--- config.mk ---
export PLATFORM = sky130hd
export DESIGN_NAME = illc_top
export DESIGN_NICKNAME = d
export VERILOG_FILES = /design/src/rtl/illc_pkg.sv /design/src/rtl/illc_ctrl.sv /design/src/rtl/illc_dpath.sv /design/src/rtl/illc_top.sv
export SDC_FILE = /design/constraint.sdc
export NUM_CORES = 1
export LEC_CHECK = 0
export ABC_AREA = 1
export CAP_MARGIN = 20
export CORE_MARGIN = 10
export CORE_UTILIZATION = 28
export DETAILED_ROUTE_END_ITERATION = 16
export DONT_BUFFER_PORTS = 1
export PLACE_DENSITY = 0.39
export SLEW_MARGIN = 10
export SYNTH_ARGS = -nofsm -noshare
export SYNTH_HDL_FRONTEND = slang
export SYNTH_HIERARCHICAL = 1
export SYNTH_SLANG_ARGS = --single-unit
--- constraint.sdc ---
create_clock -name clk -period 1.9 [get_ports clk]
set_input_delay 0.095 -clock clk [delete_from_list [all_inputs] [get_ports clk]]
set_output_delay 0.095 -clock clk [all_outputs]
set_load 0.01 [all_outputs]
--- src/rtl/illc_pkg.sv ---
package illc_pkg;
  localparam int EXC_W = 3;
  localparam int EXC_GEN_BIT  = 0;
  localparam int EXC_SLOT_BIT = 1;
  localparam int EXC_TRAP_BIT = 2;

  typedef struct packed {
    logic undef;
    logic fpu;
    logic pcWrite;
    logic wide;
    logic bankRestore;
    logic divSigned;
    logic divUnsigned;
    logic trap;
    logic delayBranch;
  } decAttr_t;

  typedef struct packed {
    logic take;
    logic genIll;
    logic slotIll;
    logic trap;
  } excStrobe_t;
endpackage

--- src/rtl/illc_ctrl.sv ---
module illc_ctrl
  import illc_pkg::*;
(
  input  logic       clk,
  input  logic       rstN,
  input  logic       flush,
  input  logic       decValid,
  input  logic       fpuStandby,
  input  decAttr_t   attr,
  output excStrobe_t strobe,
  output logic       slotActive
);
  logic slotQ;
  logic take;
  logic treatUndef;
  logic slotRestrict;
  logic armSlot;

  // a decode is consumed only when valid and not flushed
  assign take = decValid & ~flush;

  // FPU opcodes count as undefined code while the FPU is parked
  assign treatUndef = attr.undef | (attr.fpu & fpuStandby);

  // instructions that are forbidden in a delay slot
  assign slotRestrict = attr.pcWrite | attr.delayBranch | attr.wide |
                        attr.bankRestore | attr.divSigned | attr.divUnsigned;

  always_comb begin
    strobe.take    = take;
    strobe.slotIll = take & slotQ & (treatUndef | slotRestrict);
    strobe.genIll  = take & ~slotQ & treatUndef;
    strobe.trap    = take & attr.trap & ~strobe.slotIll & ~strobe.genIll;
  end

  // only a clean delayed branch outside a slot arms the next decode
  assign armSlot = take & ~slotQ & attr.delayBranch & ~treatUndef;

  always_ff @(posedge clk) begin
    if (!rstN)          slotQ <= 1'b0;
    else if (flush)     slotQ <= 1'b0;
    else if (decValid)  slotQ <= armSlot;
  end

  assign slotActive = slotQ;

  // a slot covers one valid decode only
  p_slot_once_r6: assert property (@(posedge clk) disable iff (!rstN)
    (decValid && slotQ) |=> !slotQ);

  // idle decode cycles keep the slot state
  p_idle_hold_r7: assert property (@(posedge clk) disable iff (!rstN)
    (!decValid && !flush) |=> $stable(slotQ));

  // flush empties the slot
  p_flush_clear_r8: assert property (@(posedge clk) disable iff (!rstN)
    flush |=> !slotQ);

  // an FPU opcode in standby never reaches the trap class
  p_fpu_not_trap_r4: assert property (@(posedge clk) disable iff (!rstN)
    (take && attr.fpu && fpuStandby) |-> !strobe.trap);
endmodule

--- src/rtl/illc_dpath.sv ---
module illc_dpath
  import illc_pkg::*;
#(
  parameter int DATA_W = 32
) (
  input  logic              clk,
  input  logic              rstN,
  input  excStrobe_t        strobe,
  input  logic              divReq,
  input  logic              divSigned,
  input  logic [DATA_W-1:0] dividend,
  input  logic [DATA_W-1:0] divisor,
  output logic              excValid,
  output logic [EXC_W-1:0]  excCode,
  output logic              divZero,
  output logic              divOverflow
);
  localparam logic [DATA_W-1:0] MOST_NEG = {1'b1, {(DATA_W-1){1'b0}}};
  localparam logic [DATA_W-1:0] MINUS_ONE = {DATA_W{1'b1}};

  logic [EXC_W-1:0] codeNext;
  logic             isZero;
  logic             isOvf;

  always_comb begin
    codeNext = '0;
    codeNext[EXC_GEN_BIT]  = strobe.genIll;
    codeNext[EXC_SLOT_BIT] = strobe.slotIll;
    codeNext[EXC_TRAP_BIT] = strobe.trap;
  end

  assign isZero = (divisor == '0);
  assign isOvf  = divSigned & (dividend == MOST_NEG) & (divisor == MINUS_ONE);

  always_ff @(posedge clk) begin
    if (!rstN) begin
      excValid    <= 1'b0;
      excCode     <= '0;
      divZero     <= 1'b0;
      divOverflow <= 1'b0;
    end else begin
      excValid    <= |codeNext;
      excCode     <= codeNext;
      divZero     <= divReq & isZero;
      divOverflow <= divReq & isOvf & ~isZero;
    end
  end

  // code is one-hot and agrees with the valid pulse
  p_onehot_r9: assert property (@(posedge clk) disable iff (!rstN)
    $onehot0(excCode) && (excValid == (excCode != '0)));

  // nothing taken means nothing reported next cycle
  p_no_take_quiet_r7: assert property (@(posedge clk) disable iff (!rstN)
    !strobe.take |=> !excValid);

  // zero divisor is flagged one cycle later
  p_zero_flag_r10: assert property (@(posedge clk) disable iff (!rstN)
    (divReq && divisor == '0) |=> divZero);

  // overflow never accompanies a zero flag, never for unsigned
  p_ovf_excl_r11: assert property (@(posedge clk) disable iff (!rstN)
    divOverflow |-> !divZero);
  p_unsigned_no_ovf_r11: assert property (@(posedge clk) disable iff (!rstN)
    (divReq && !divSigned) |=> !divOverflow);
endmodule

--- src/rtl/illc_top.sv ---
module illc_top
  import illc_pkg::*;
#(
  parameter int DATA_W = 32
) (
  input  logic              clk,
  input  logic              rstN,
  input  logic              flush,
  input  logic              decValid,
  input  logic              isUndef,
  input  logic              isFpu,
  input  logic              fpuStandby,
  input  logic              isPcWrite,
  input  logic              isWide,
  input  logic              isBankRestore,
  input  logic              isDivSigned,
  input  logic              isDivUnsigned,
  input  logic              isTrap,
  input  logic              isDelayBranch,
  input  logic              divReq,
  input  logic              divSigned,
  input  logic [DATA_W-1:0] dividend,
  input  logic [DATA_W-1:0] divisor,
  output logic              excValid,
  output logic [2:0]        excCode,
  output logic              slotActive,
  output logic              divZero,
  output logic              divOverflow
);
  decAttr_t   attr;
  excStrobe_t strobe;

  assign attr = '{undef:       isUndef,
                  fpu:         isFpu,
                  pcWrite:     isPcWrite,
                  wide:        isWide,
                  bankRestore: isBankRestore,
                  divSigned:   isDivSigned,
                  divUnsigned: isDivUnsigned,
                  trap:        isTrap,
                  delayBranch: isDelayBranch};

  illc_ctrl uCtrl (
    .clk        (clk),
    .rstN       (rstN),
    .flush      (flush),
    .decValid   (decValid),
    .fpuStandby (fpuStandby),
    .attr       (attr),
    .strobe     (strobe),
    .slotActive (slotActive)
  );

  illc_dpath #(.DATA_W(DATA_W)) uDpath (
    .clk         (clk),
    .rstN        (rstN),
    .strobe      (strobe),
    .divReq      (divReq),
    .divSigned   (divSigned),
    .dividend    (dividend),
    .divisor     (divisor),
    .excValid    (excValid),
    .excCode     (excCode),
    .divZero     (divZero),
    .divOverflow (divOverflow)
  );

  // a slot decode with undefined code reports the slot class
  p_slot_undef_r2: assert property (@(posedge clk) disable iff (!rstN)
    (decValid && !flush && slotActive && isUndef) |=> (excCode == 3'b010));

  // undefined code outside a slot reports the general class
  p_gen_undef_r1: assert property (@(posedge clk) disable iff (!rstN)
    (decValid && !flush && !slotActive && isUndef) |=> (excCode == 3'b001));
endmodule

After elaboration in Yosys (flattened, before gate mapping)
Index checks and enable logic that the tools add are counted.
{"block": "op_classes", "n_bitwise": 30, "n_eq_ne": 2, "reduce_logical": 3}
{"cell": "$eq A32 B32 Y1 const B", "n": 2}
{"cell": "$logic_not A32 Y1", "n": 1}
{"cell": "$and A1 B1 Y1", "n": 16}
{"cell": "$not A1 Y1", "n": 7}
{"cell": "$or A1 B1 Y1", "n": 7}
{"cell": "$reduce_or A3 Y1", "n": 1}
{"cell": "$reduce_or A2 Y1", "n": 1}
{"block": "totals", "reg_bits": 7}

Logic depth before layout (Yosys ltp)
Gate-level depths: netlist (run 1).
{"block": "depth", "ltp_word": 11, "depth_mapped": 8, "mapped_depth_nobuf": 8}

Modules after synthesis
The synthesis (run 1) kept the hierarchy.
{"mod": "illc_dpath", "area_per_inst_um2": 584.3, "n_inst": 1, "cells_per_inst": 124}
{"mod": "illc_ctrl", "area_per_inst_um2": 141.4, "n_inst": 1, "cells_per_inst": 24}

Worst setup path after synthesis (run 1)
No wires, ideal clock.
{"block": "synth_timing", "path_type": "register to register", "from": "register uCtrl.slotQ (netlist: uCtrl/slotActive)", "to": "register uDpath.excValid", "arrival_time_ps": 810, "required_time_ps": 1780, "synth_period_minus_slack_ps": 930, "path_slack_ps": 970, "setup_time_ps": 120, "path_buffers": 0, "stages_incl_launch_ff": 6, "path_cell_list": "dfxtp_1 nand2_1 nor2_2 nor2_2 nand2_1 nand3_1"}
{"item": "start: declaration", "line_no": "illc_ctrl.sv:13", "source": "logic slotQ;"}
{"item": "start signal: assignment", "line_no": "illc_ctrl.sv:42", "source": "else if (decValid) slotQ <= armSlot;"}
{"item": "end signal: assignment", "line_no": "illc_dpath.sv:42", "source": "excValid <= |codeNext;"}
{"item": "end: declaration", "line_no": "illc_dpath.sv:13", "source": "output logic excValid,"}

Worst setup path after layout (run 1)
{"block": "layout_timing", "from": "input port rstN", "to": "register uCtrl.slotQ (netlist: uCtrl/slotActive)"}
{"block": "layout_via", "elab_chain_cells": 2}
{"item": "start: declaration", "line_no": "illc_top.sv:7", "source": "input logic rstN,"}
{"item": "$not A1 Y1 (no line)"}
{"item": "$reduce_or A2 Y1 (no line)"}
No other way between the ends.
A chain may end at the register's enable or synchronous reset.

==> results of run 1 <==
-- area by class of cell --
| type | count | area [sq um] |
|---|---|---|
| fillers | 280 | 1630 |
| multi-input cells | 114 | 479 |
| flip-flops and latches | 7 | 140 |
| inverters | 26 | 98.8 |
| repair buffers | 4 | 42.5 |
| well taps | 30 | 37.5 |
| clock buffers | 4 | 26.3 |
-- per-layer routing --
metal	GRT usage	up-vias	wire length, um
met5	0	-	0
met4	0.0129	0	0
met3	0.0669	0	354
met2	0.147	48	1130
met1	0.0811	317	850
li1	-	447	-
-- cell usage in the layout, fill, tap and decap left out, types with 2 or more instances in the layout --
cell type	n
a21oi_1	2
and2_1	2
clkbuf_4	3
dfxtp_1	7
dlygate4sd3_1	3
inv_1	24
nand2_1	46
nand2_2	2
nand3_1	5
nand4_1	3
nor2_1	47
nor2_2	4
-- metrics by stage --
| stage | hold WS (ps) | area [sq um] | setup slack (ps) | total power [mW] | cells |
|---|---|---|---|---|---|
| finish | 114 | 825 | 418 | 0.343 | 185 |
| floorplan | 211 | 718 | 970 | 0.204 | 147 |
| global route | 132 | 825 | 339 | 0.371 | 185 |
| CTS | 101 | 822 | 79.9 | 0.354 | 185 |
| detailed placement | 225 | 756 | 898 | 0.211 | 177 |
| global placement | 223 | 756 | 901 | 0.209 | 177 |
-- worst paths after layout --
kind,to,from
worst min-delay path,uDpath/divOverflow,dividend[6]
worst max-delay path,uCtrl/slotActive,rstN
worst min register to register,uDpath/excCode[1],uCtrl/slotActive
worst max register to register,uCtrl/slotActive,uCtrl/slotActive
-- sequential cells by signal, summed over array words and instances (netlist names) --
| signal | cells |
|---|---|
| uDpath/excCode | 3 |
| uCtrl/slotActive | 1 |
| uDpath/divOverflow | 1 |
| uDpath/divZero | 1 |
| uDpath/excValid | 1 |
-- repair_timing --
action | CTS | global route
resized for setup | 0 | 1
hold endpoints to repair | 6 | 0
hold buffers | 4 | 0
setup endpoints to repair | 0 | 1
-- worst max-delay path: cells and delay by family --
kind	cells	cell delay, ps
buffers and inverters	3	1390
and+or+nand+nor	1	90
AOI/OAI and AO/OA	1	40
-- power by group through the flow --
stage	clock [mW]	combinational, mW	sequential (mW)
4_1_cts	0.139	0.0624	0.153
6_report	0.129	0.0619	0.153
2_1_floorplan	0	0.0493	0.155
3_5_place_dp	0	0.0554	0.156
3_3_place_gp	0	0.0539	0.156
5_1_grt	0.145	0.0735	0.153
==> impl_metrics.env, run 1 <==
export IMPL_crit_slowest_cell="dlygate4sd3_1"
export IMPL_p_switching_mw=0.0829
export IMPL_cts_buffers=3
export IMPL_dieHeight_um=70.6
export IMPL_grt_use_total=0.0855
export IMPL_fin_setup_tns_ps=0
export IMPL_slowest_delay_ps=550
export IMPL_avgSynthCellArea_sq_um=4.89
export IMPL_min_path_cells=5
export IMPL_antenna_found_initial=0
export IMPL_fin_crit_sh=0.780
export IMPL_htree_levels=1
export IMPL_path_cells="dlymetal6s4s_1, nand2_1, dlygate4sd3_1, a21oi_1, dlygate4sd3_1"
export IMPL_synthesis_nets=227
export IMPL_die_w_um=70.6
export IMPL_intPower_mw=0.260
export IMPL_gp_congestion=0.681
export IMPL_pwr_share_seq=0.444
export IMPL_p_comb_frac=0.180
export IMPL_num_rows=18
export IMPL_dpl_hpwl_mm=2.17
export IMPL_crit_type="in2reg"
export IMPL_tightest_slew_ps=265
export IMPL_fmax_ghz=0.675
export IMPL_grt_pass1_vias=922
export IMPL_drtIter0Drc=13
export IMPL_initial_utilization=0.293
export IMPL_grt_max_degree=6
export IMPL_detail_route_first_pass_iterations=2
export IMPL_numPortBuffers=0
export IMPL_skew_ps=1.87
export IMPL_setup_viol=0
export IMPL_synth_area_sq_um=718
export IMPL_peakVddDrop_v=0.000316
export IMPL_drive_gt1_frac=0.0774
export IMPL_cp_required_ps=2030
export IMPL_drtAntennaViolNets=0
export IMPL_status="finished clean"
export IMPL_yosys_warnings=6
export IMPL_diodes=0
export IMPL_cp_arrival_ps=1610
export IMPL_slew_headroom=0.823
export IMPL_rsz0062_at_grt="no"
export IMPL_post_cts_buffers=0
export IMPL_p_leak_nw=0.431
export IMPL_critical_path_peak_fanout=5
export IMPL_vias=812
export IMPL_crit_path_start_kind="primary input"
export IMPL_p_per_area_nw_per_um2=416
export IMPL_cp_common_cell="dlygate4sd3_1"
export IMPL_r2r_slack_ps=580
export IMPL_post_route_min_period_ps=1480
export IMPL_hold_viol_final=0
export IMPL_grt_ovfl_total=0
export IMPL_slew_violations=0
export IMPL_fin_util=0.336
export IMPL_drt_total_wl_mm=2.33
export IMPL_clock_tree_root_cell="clkbuf_4"
export IMPL_sw_frac_of_total=0.241
export IMPL_drcViolationCount=0
export IMPL_end_kind="flip-flop"
export IMPL_min_path_type="in2reg"
export IMPL_routed_via_density=4.39
export IMPL_max_cap_violations=0
export IMPL_cts_tree="yes"
export IMPL_syn_to_final_growth_pct=14.8
export IMPL_core_sq_um=2450
export IMPL_clockBufferDepth=2
export IMPL_wire_per_inst_um=12.6
export IMPL_synth_cells=147
export IMPL_p_clk_frac=0.375
export IMPL_die_area_sq_um=4990
export IMPL_ioPinCount=87
export IMPL_insertion_delay_ps=250
export IMPL_grt_first_pass_wirelength_mm=3.68
export IMPL_rr_worst_depth=4
export IMPL_nNetsFinal=236
export IMPL_cts_reportedPaths_clkPinSlew_ps=50
export IMPL_cts_sink_count=7
(Power assumes the default switching activity.)
==> run 2, diff against run 1 <==
--- a/config.mk
+++ b/config.mk
@@ -11,7 +11,7 @@
 export CORE_UTILIZATION = 28
 export DETAILED_ROUTE_END_ITERATION = 16
 export DONT_BUFFER_PORTS = 1
-export PLACE_DENSITY = 0.39
+export PLACE_DENSITY = 0.41
 export SLEW_MARGIN = 10
 export SYNTH_ARGS = -nofsm -noshare
 export SYNTH_HDL_FRONTEND = slang
==> constraint.sdc (replaced) <==
create_clock -name clk -period 1.2 [get_ports clk]
set_input_delay 0.06 -clock clk [delete_from_list [all_inputs] [get_ports clk]]
set_output_delay 0.06 -clock clk [all_outputs]
set_load 0.01 [all_outputs]
==> run 2 against run 1 <==
Effect of this change: first-iteration DRC count is 31% lower; hold slack worse by 84 ps; non-clock buffer count is 3 higher.
==> impl_metrics.env, run 2 (synthesis results as in run 1) <==
export IMPL_status="finished clean"
export IMPL_post_cts_buffers=0
export IMPL_largest_reg_flops=3
export IMPL_skew_ps=3.25
export IMPL_cp_required_ps=1330
export IMPL_drtIter0Drc=9
export IMPL_max_cap_violations=0
export IMPL_gp_congestion=0.695
export IMPL_grt_max_degree=6
export IMPL_htree_levels=1
export IMPL_diodes=0
export IMPL_grt_ovfl_total=0
export IMPL_cts_repair_resized=0
export IMPL_crit_path_start_kind="primary input"
export IMPL_detail_route_first_pass_iterations=4
export IMPL_min_path_type="in2reg"
export IMPL_cp_num_buf_inv=3
export IMPL_cts_sink_count=7
export IMPL_cts_tree="yes"
export IMPL_crit_type="in2reg"
export IMPL_hold_viol_final=0
export IMPL_clock_tree_root_cell="clkbuf_4"
export IMPL_grt_first_pass_wirelength_mm=3.58
export IMPL_insertion_delay_ps=250
export IMPL_grt_pass1_vias=851
export IMPL_p_leak_nw=0.435
export IMPL_syn_to_final_growth_pct=18.3
export IMPL_antenna_found_initial=0
export IMPL_largest_register="uDpath/excCode"
export IMPL_clockBufferDepth=2
export IMPL_drt_total_wl_mm=2.39
export IMPL_fin_crit_sh=0.872
export IMPL_cts_hold_buf=6
export IMPL_path_cells="dlygate4sd3_1, inv_2, nand2_2, clkinv_2, nand2_1, nor2_2, nor2_2, nand2_1, nand3_1"
export IMPL_end_kind="flip-flop"
export IMPL_cts_reportedPaths_clkPinSlew_ps=50
export IMPL_numPortBuffers=0
export IMPL_drive_gt1_frac=0.0823
export IMPL_tightest_slew_ps=206
export IMPL_ioPinCount=87
export IMPL_fmax_ghz=0.956
export IMPL_crit_slowest_cell="dlygate4sd3_1"
export IMPL_slew_violations=0
export IMPL_p_per_area_nw_per_um2=649
export IMPL_nNetsFinal=239
export IMPL_drtAntennaViolNets=0
export IMPL_grt_use_total=0.0850
export IMPL_final_common_cell="nor2_1"
export IMPL_layout_common_cells="nor2_1 (47), nand2_1 (46), inv_1 (24), dfxtp_1 (7), dlygate4sd3_1 (6)"
export IMPL_critical_path_peak_fanout=2
export IMPL_slew_headroom=0.862
export IMPL_routed_via_density=4.40
export IMPL_setup_viol=0
export IMPL_post_route_min_period_ps=1050
export IMPL_num_rows=18
export IMPL_cp_top_family="buffers and inverters"
export IMPL_die_area_sq_um=4990
export IMPL_dieHeight_um=70.6
export IMPL_core_sq_um=2450
export IMPL_initial_utilization=0.293
export IMPL_fin_setup_tns_ps=0
export IMPL_peakVddDrop_v=0.000508
export IMPL_rsz0062_at_grt="no"
export IMPL_wire_per_inst_um=12.7
export IMPL_dpl_hpwl_mm=2.22
export IMPL_vias=827
export IMPL_slowest_delay_ps=550
export IMPL_nFillCells=301
export IMPL_die_w_um=70.6
export IMPL_cp_arrival_ps=1180
export IMPL_cts_buffers=3
export IMPL_drcViolationCount=0
export IMPL_fin_total_pwr_mw=0.551
run 2: final cells by class:
class                           instances  area, sq um  area share
Multi-Input combinational cell        114          479       0.564
Sequential cell                         7          140       0.165
Inverter                               26         98.8       0.116
Timing Repair Buffer                    7         67.6      0.0795
Tap cell                               30         37.5      0.0442
Clock buffer                            4         26.3      0.0309
run 2: per-stage QoR:
stage	worst slack, ps	std cells	hold slack (ps)	instance area [sq um]	util
after floorplan	270	147	176	718	-
after global placement	323	178	187	763	0.311
after detailed placement	308	178	188	763	0.311
after CTS	169	188	19.8	850	0.346
after global routing	97.5	188	41.3	850	0.346
final	154	188	30.2	850	0.346
run 2: power breakdown:
part | total [mW] | leakage [nW] | internal (mW) | switching [mW]
registers | 0.241 | 0.0567 | 0.237 | 0.00376
logic | 0.105 | 0.363 | 0.0545 | 0.0510
clock network | 0.205 | 0.0150 | 0.126 | 0.0785
total | 0.551 | 0.435 | 0.418 | 0.133
run 2: metal layers:
layer  wire (um)  vias to the layer above  global-route usage  share of wire
met4           6                        0              0.0194         0.0025
li1            -                      453                   -              -
met3         398                        2              0.0656           0.17
met2        1110                       47               0.139           0.47
met5           0                        -                   0              0
met1         870                      325              0.0842           0.36
run 2: path summary, 6_finish.rpt:
| path | start | to | depth (start not counted) | slack (ps) |
|---|---|---|---|---|
| worst min register to register | uCtrl/slotActive | uCtrl/slotActive | 3 | 600 |
| worst max-delay path | flush | uDpath/excValid | 9 | 150 |
| worst max register to register | uCtrl/slotActive | uDpath/excValid | 5 | 290 |
| worst min-delay path | fpuStandby | uCtrl/slotActive | 3 | 30 |
run 2: tightest hold or removal path, cell delays in order:
cell and delay (ps):
a21oi_1 40, nand3_1 80, a21oi_1 50
==> run 3, diff against run 2 <==
--- a/config.mk
+++ b/config.mk
@@ -11,6 +11,7 @@
 export CORE_UTILIZATION = 28
 export DETAILED_ROUTE_END_ITERATION = 16
 export DONT_BUFFER_PORTS = 1
+export HOLD_SLACK_MARGIN = 0.06
 export PLACE_DENSITY = 0.41
 export SLEW_MARGIN = 10
 export SYNTH_ARGS = -nofsm -noshare
==> run 3 against run 2 <==
Effect of this change: final cell count up 1.1%; utilization up 0.82 points; die area stayed put; sequential share of layout area shrank 0.38 points; hold slack improved by 40 ps; routed wire length rose by 0.84%.
==> impl_metrics.env, run 3 (synthesis results as in run 1) <==
export IMPL_post_cts_buffers=0
export IMPL_nFillCells=299
export IMPL_fin_setup_tns_ps=0
export IMPL_startpoint="flush"
export IMPL_die_w_um=70.6
export IMPL_rsz0062_at_grt="no"
export IMPL_min_path_type="in2reg"
export IMPL_htree_levels=1
export IMPL_peakVddDrop_v=0.000509
export IMPL_critical_path_peak_fanout=2
export IMPL_die_area_sq_um=4990
export IMPL_detail_route_first_pass_iterations=4
export IMPL_crit_slowest_cell="dlygate4sd3_1"
export IMPL_end_kind="flip-flop"
export IMPL_slew_violations=0
export IMPL_numPortBuffers=0
export IMPL_drtAntennaViolNets=0
export IMPL_grt_max_degree=6
export IMPL_drt_total_wl_mm=2.41
export IMPL_drtIter0Drc=10
export IMPL_nNetsFinal=241
export IMPL_antenna_found_initial=0
export IMPL_layout_common_cells="nor2_1 (47), nand2_1 (46), inv_1 (24), dlygate4sd3_1 (8), dfxtp_1 (7)"
export IMPL_cp_required_ps=1330
export IMPL_cts_sink_count=7
export IMPL_diodes=0
export IMPL_slew_headroom=0.862
export IMPL_p_leak_nw=0.443
export IMPL_dpl_hpwl_mm=2.22
export IMPL_final_common_cell="nor2_1"
export IMPL_crit_type="in2reg"
export IMPL_status="finished clean"
export IMPL_vias=833
export IMPL_clockBufferDepth=2
export IMPL_insertion_delay_ps=250
export IMPL_path_cells="dlygate4sd3_1, inv_2, nand2_2, clkinv_2, nand2_1, nor2_2, nor2_2, nand2_1, nand3_1"
export IMPL_wire_per_inst_um=12.7
export IMPL_cts_buffers=3
export IMPL_gp_congestion=0.695
export IMPL_max_cap_violations=0
export IMPL_setup_viol=0
export IMPL_worstHoldStart="rstN"
export IMPL_fin_crit_sh=0.872
export IMPL_initial_utilization=0.293
export IMPL_clock_tree_root_cell="clkbuf_4"
export IMPL_place_inst=178
export IMPL_seqCellArea_sq_um=140
export IMPL_grt_ovfl_total=0
export IMPL_fmax_ghz=0.956
export IMPL_cts_reportedPaths_clkPinSlew_ps=50
export IMPL_cts_tree="yes"
export IMPL_tightest_slew_ps=206
export IMPL_drive_gt1_frac=0.0813
export IMPL_fin_total_pwr_mw=0.557
export IMPL_largest_reg_flops=3
export IMPL_post_route_min_period_ps=1050
export IMPL_routed_via_density=4.38
export IMPL_p_per_area_nw_per_um2=640
export IMPL_grt_use_total=0.0870
export IMPL_skew_ps=3.25
export IMPL_hold_viol_final=0
export IMPL_grt_first_pass_wirelength_mm=3.68
export IMPL_syn_to_final_growth_pct=21.1
export IMPL_cp_arrival_ps=1180
export IMPL_largest_register="uDpath/excCode"
export IMPL_dieHeight_um=70.6
export IMPL_hold_slack_ps=70.0
export IMPL_slowest_delay_ps=550
export IMPL_drcViolationCount=0
export IMPL_multiInputGateArea_sq_um=479
export IMPL_core_sq_um=2450
export IMPL_num_rows=18
export IMPL_ioPinCount=87
export IMPL_crit_path_start_kind="primary input"
export IMPL_reg2reg_from="uCtrl/slotActive"
export IMPL_final_cell_count_no_fill=190
export IMPL_grt_pass1_vias=870
[run 3: timing repair]
action | 4_1_cts | 5_1_grt
resized for setup | 0 | 0
hold endpoints to repair | 6 | 0
setup endpoints to repair | 0 | 0
hold buffers | 8 | 0
[run 3: worst paths after layout]
check        cells after the start                 end  slack [ps]
min reg2reg                      3    uCtrl/slotActive         600
min                              4  uDpath/divOverflow          70
max                              9     uDpath/excValid         150
max reg2reg                      5     uDpath/excValid         290
[run 3: stage by stage]
stage	setup slack (ps)	util	cell area (sq um)
after CTS	169	0.354	870
after floorplan	270	-	718
final	154	0.354	870
after global routing	97.5	0.354	870
after global placement	323	0.311	763
after detailed placement	308	0.311	763
[run 3: where the power goes]
part,total (mW),internal (mW),switching (mW)
combinational,0.111,0.0588,0.0520
clock,0.205,0.126,0.0786
sequential,0.241,0.237,0.00376
[run 3: metal layers]
metal  part of all wire  track usage
met1               0.37       0.0874
met2               0.46        0.142
met3               0.17       0.0656
met4             0.0025       0.0194
met5                  0            0
[run 3: critical path: cells and delay by family]
family | cells | cell delay [ps]
buffers and inverters | 3 | 670
and+or+nand+nor | 6 | 450
[run 3: cell type report]
type,instances,area share
multi-input cells,114,0.551
flip-flops and latches,7,0.161
clock buffers,4,0.0302
inverters,26,0.114
well taps,30,0.0432
repair buffers,9,0.101
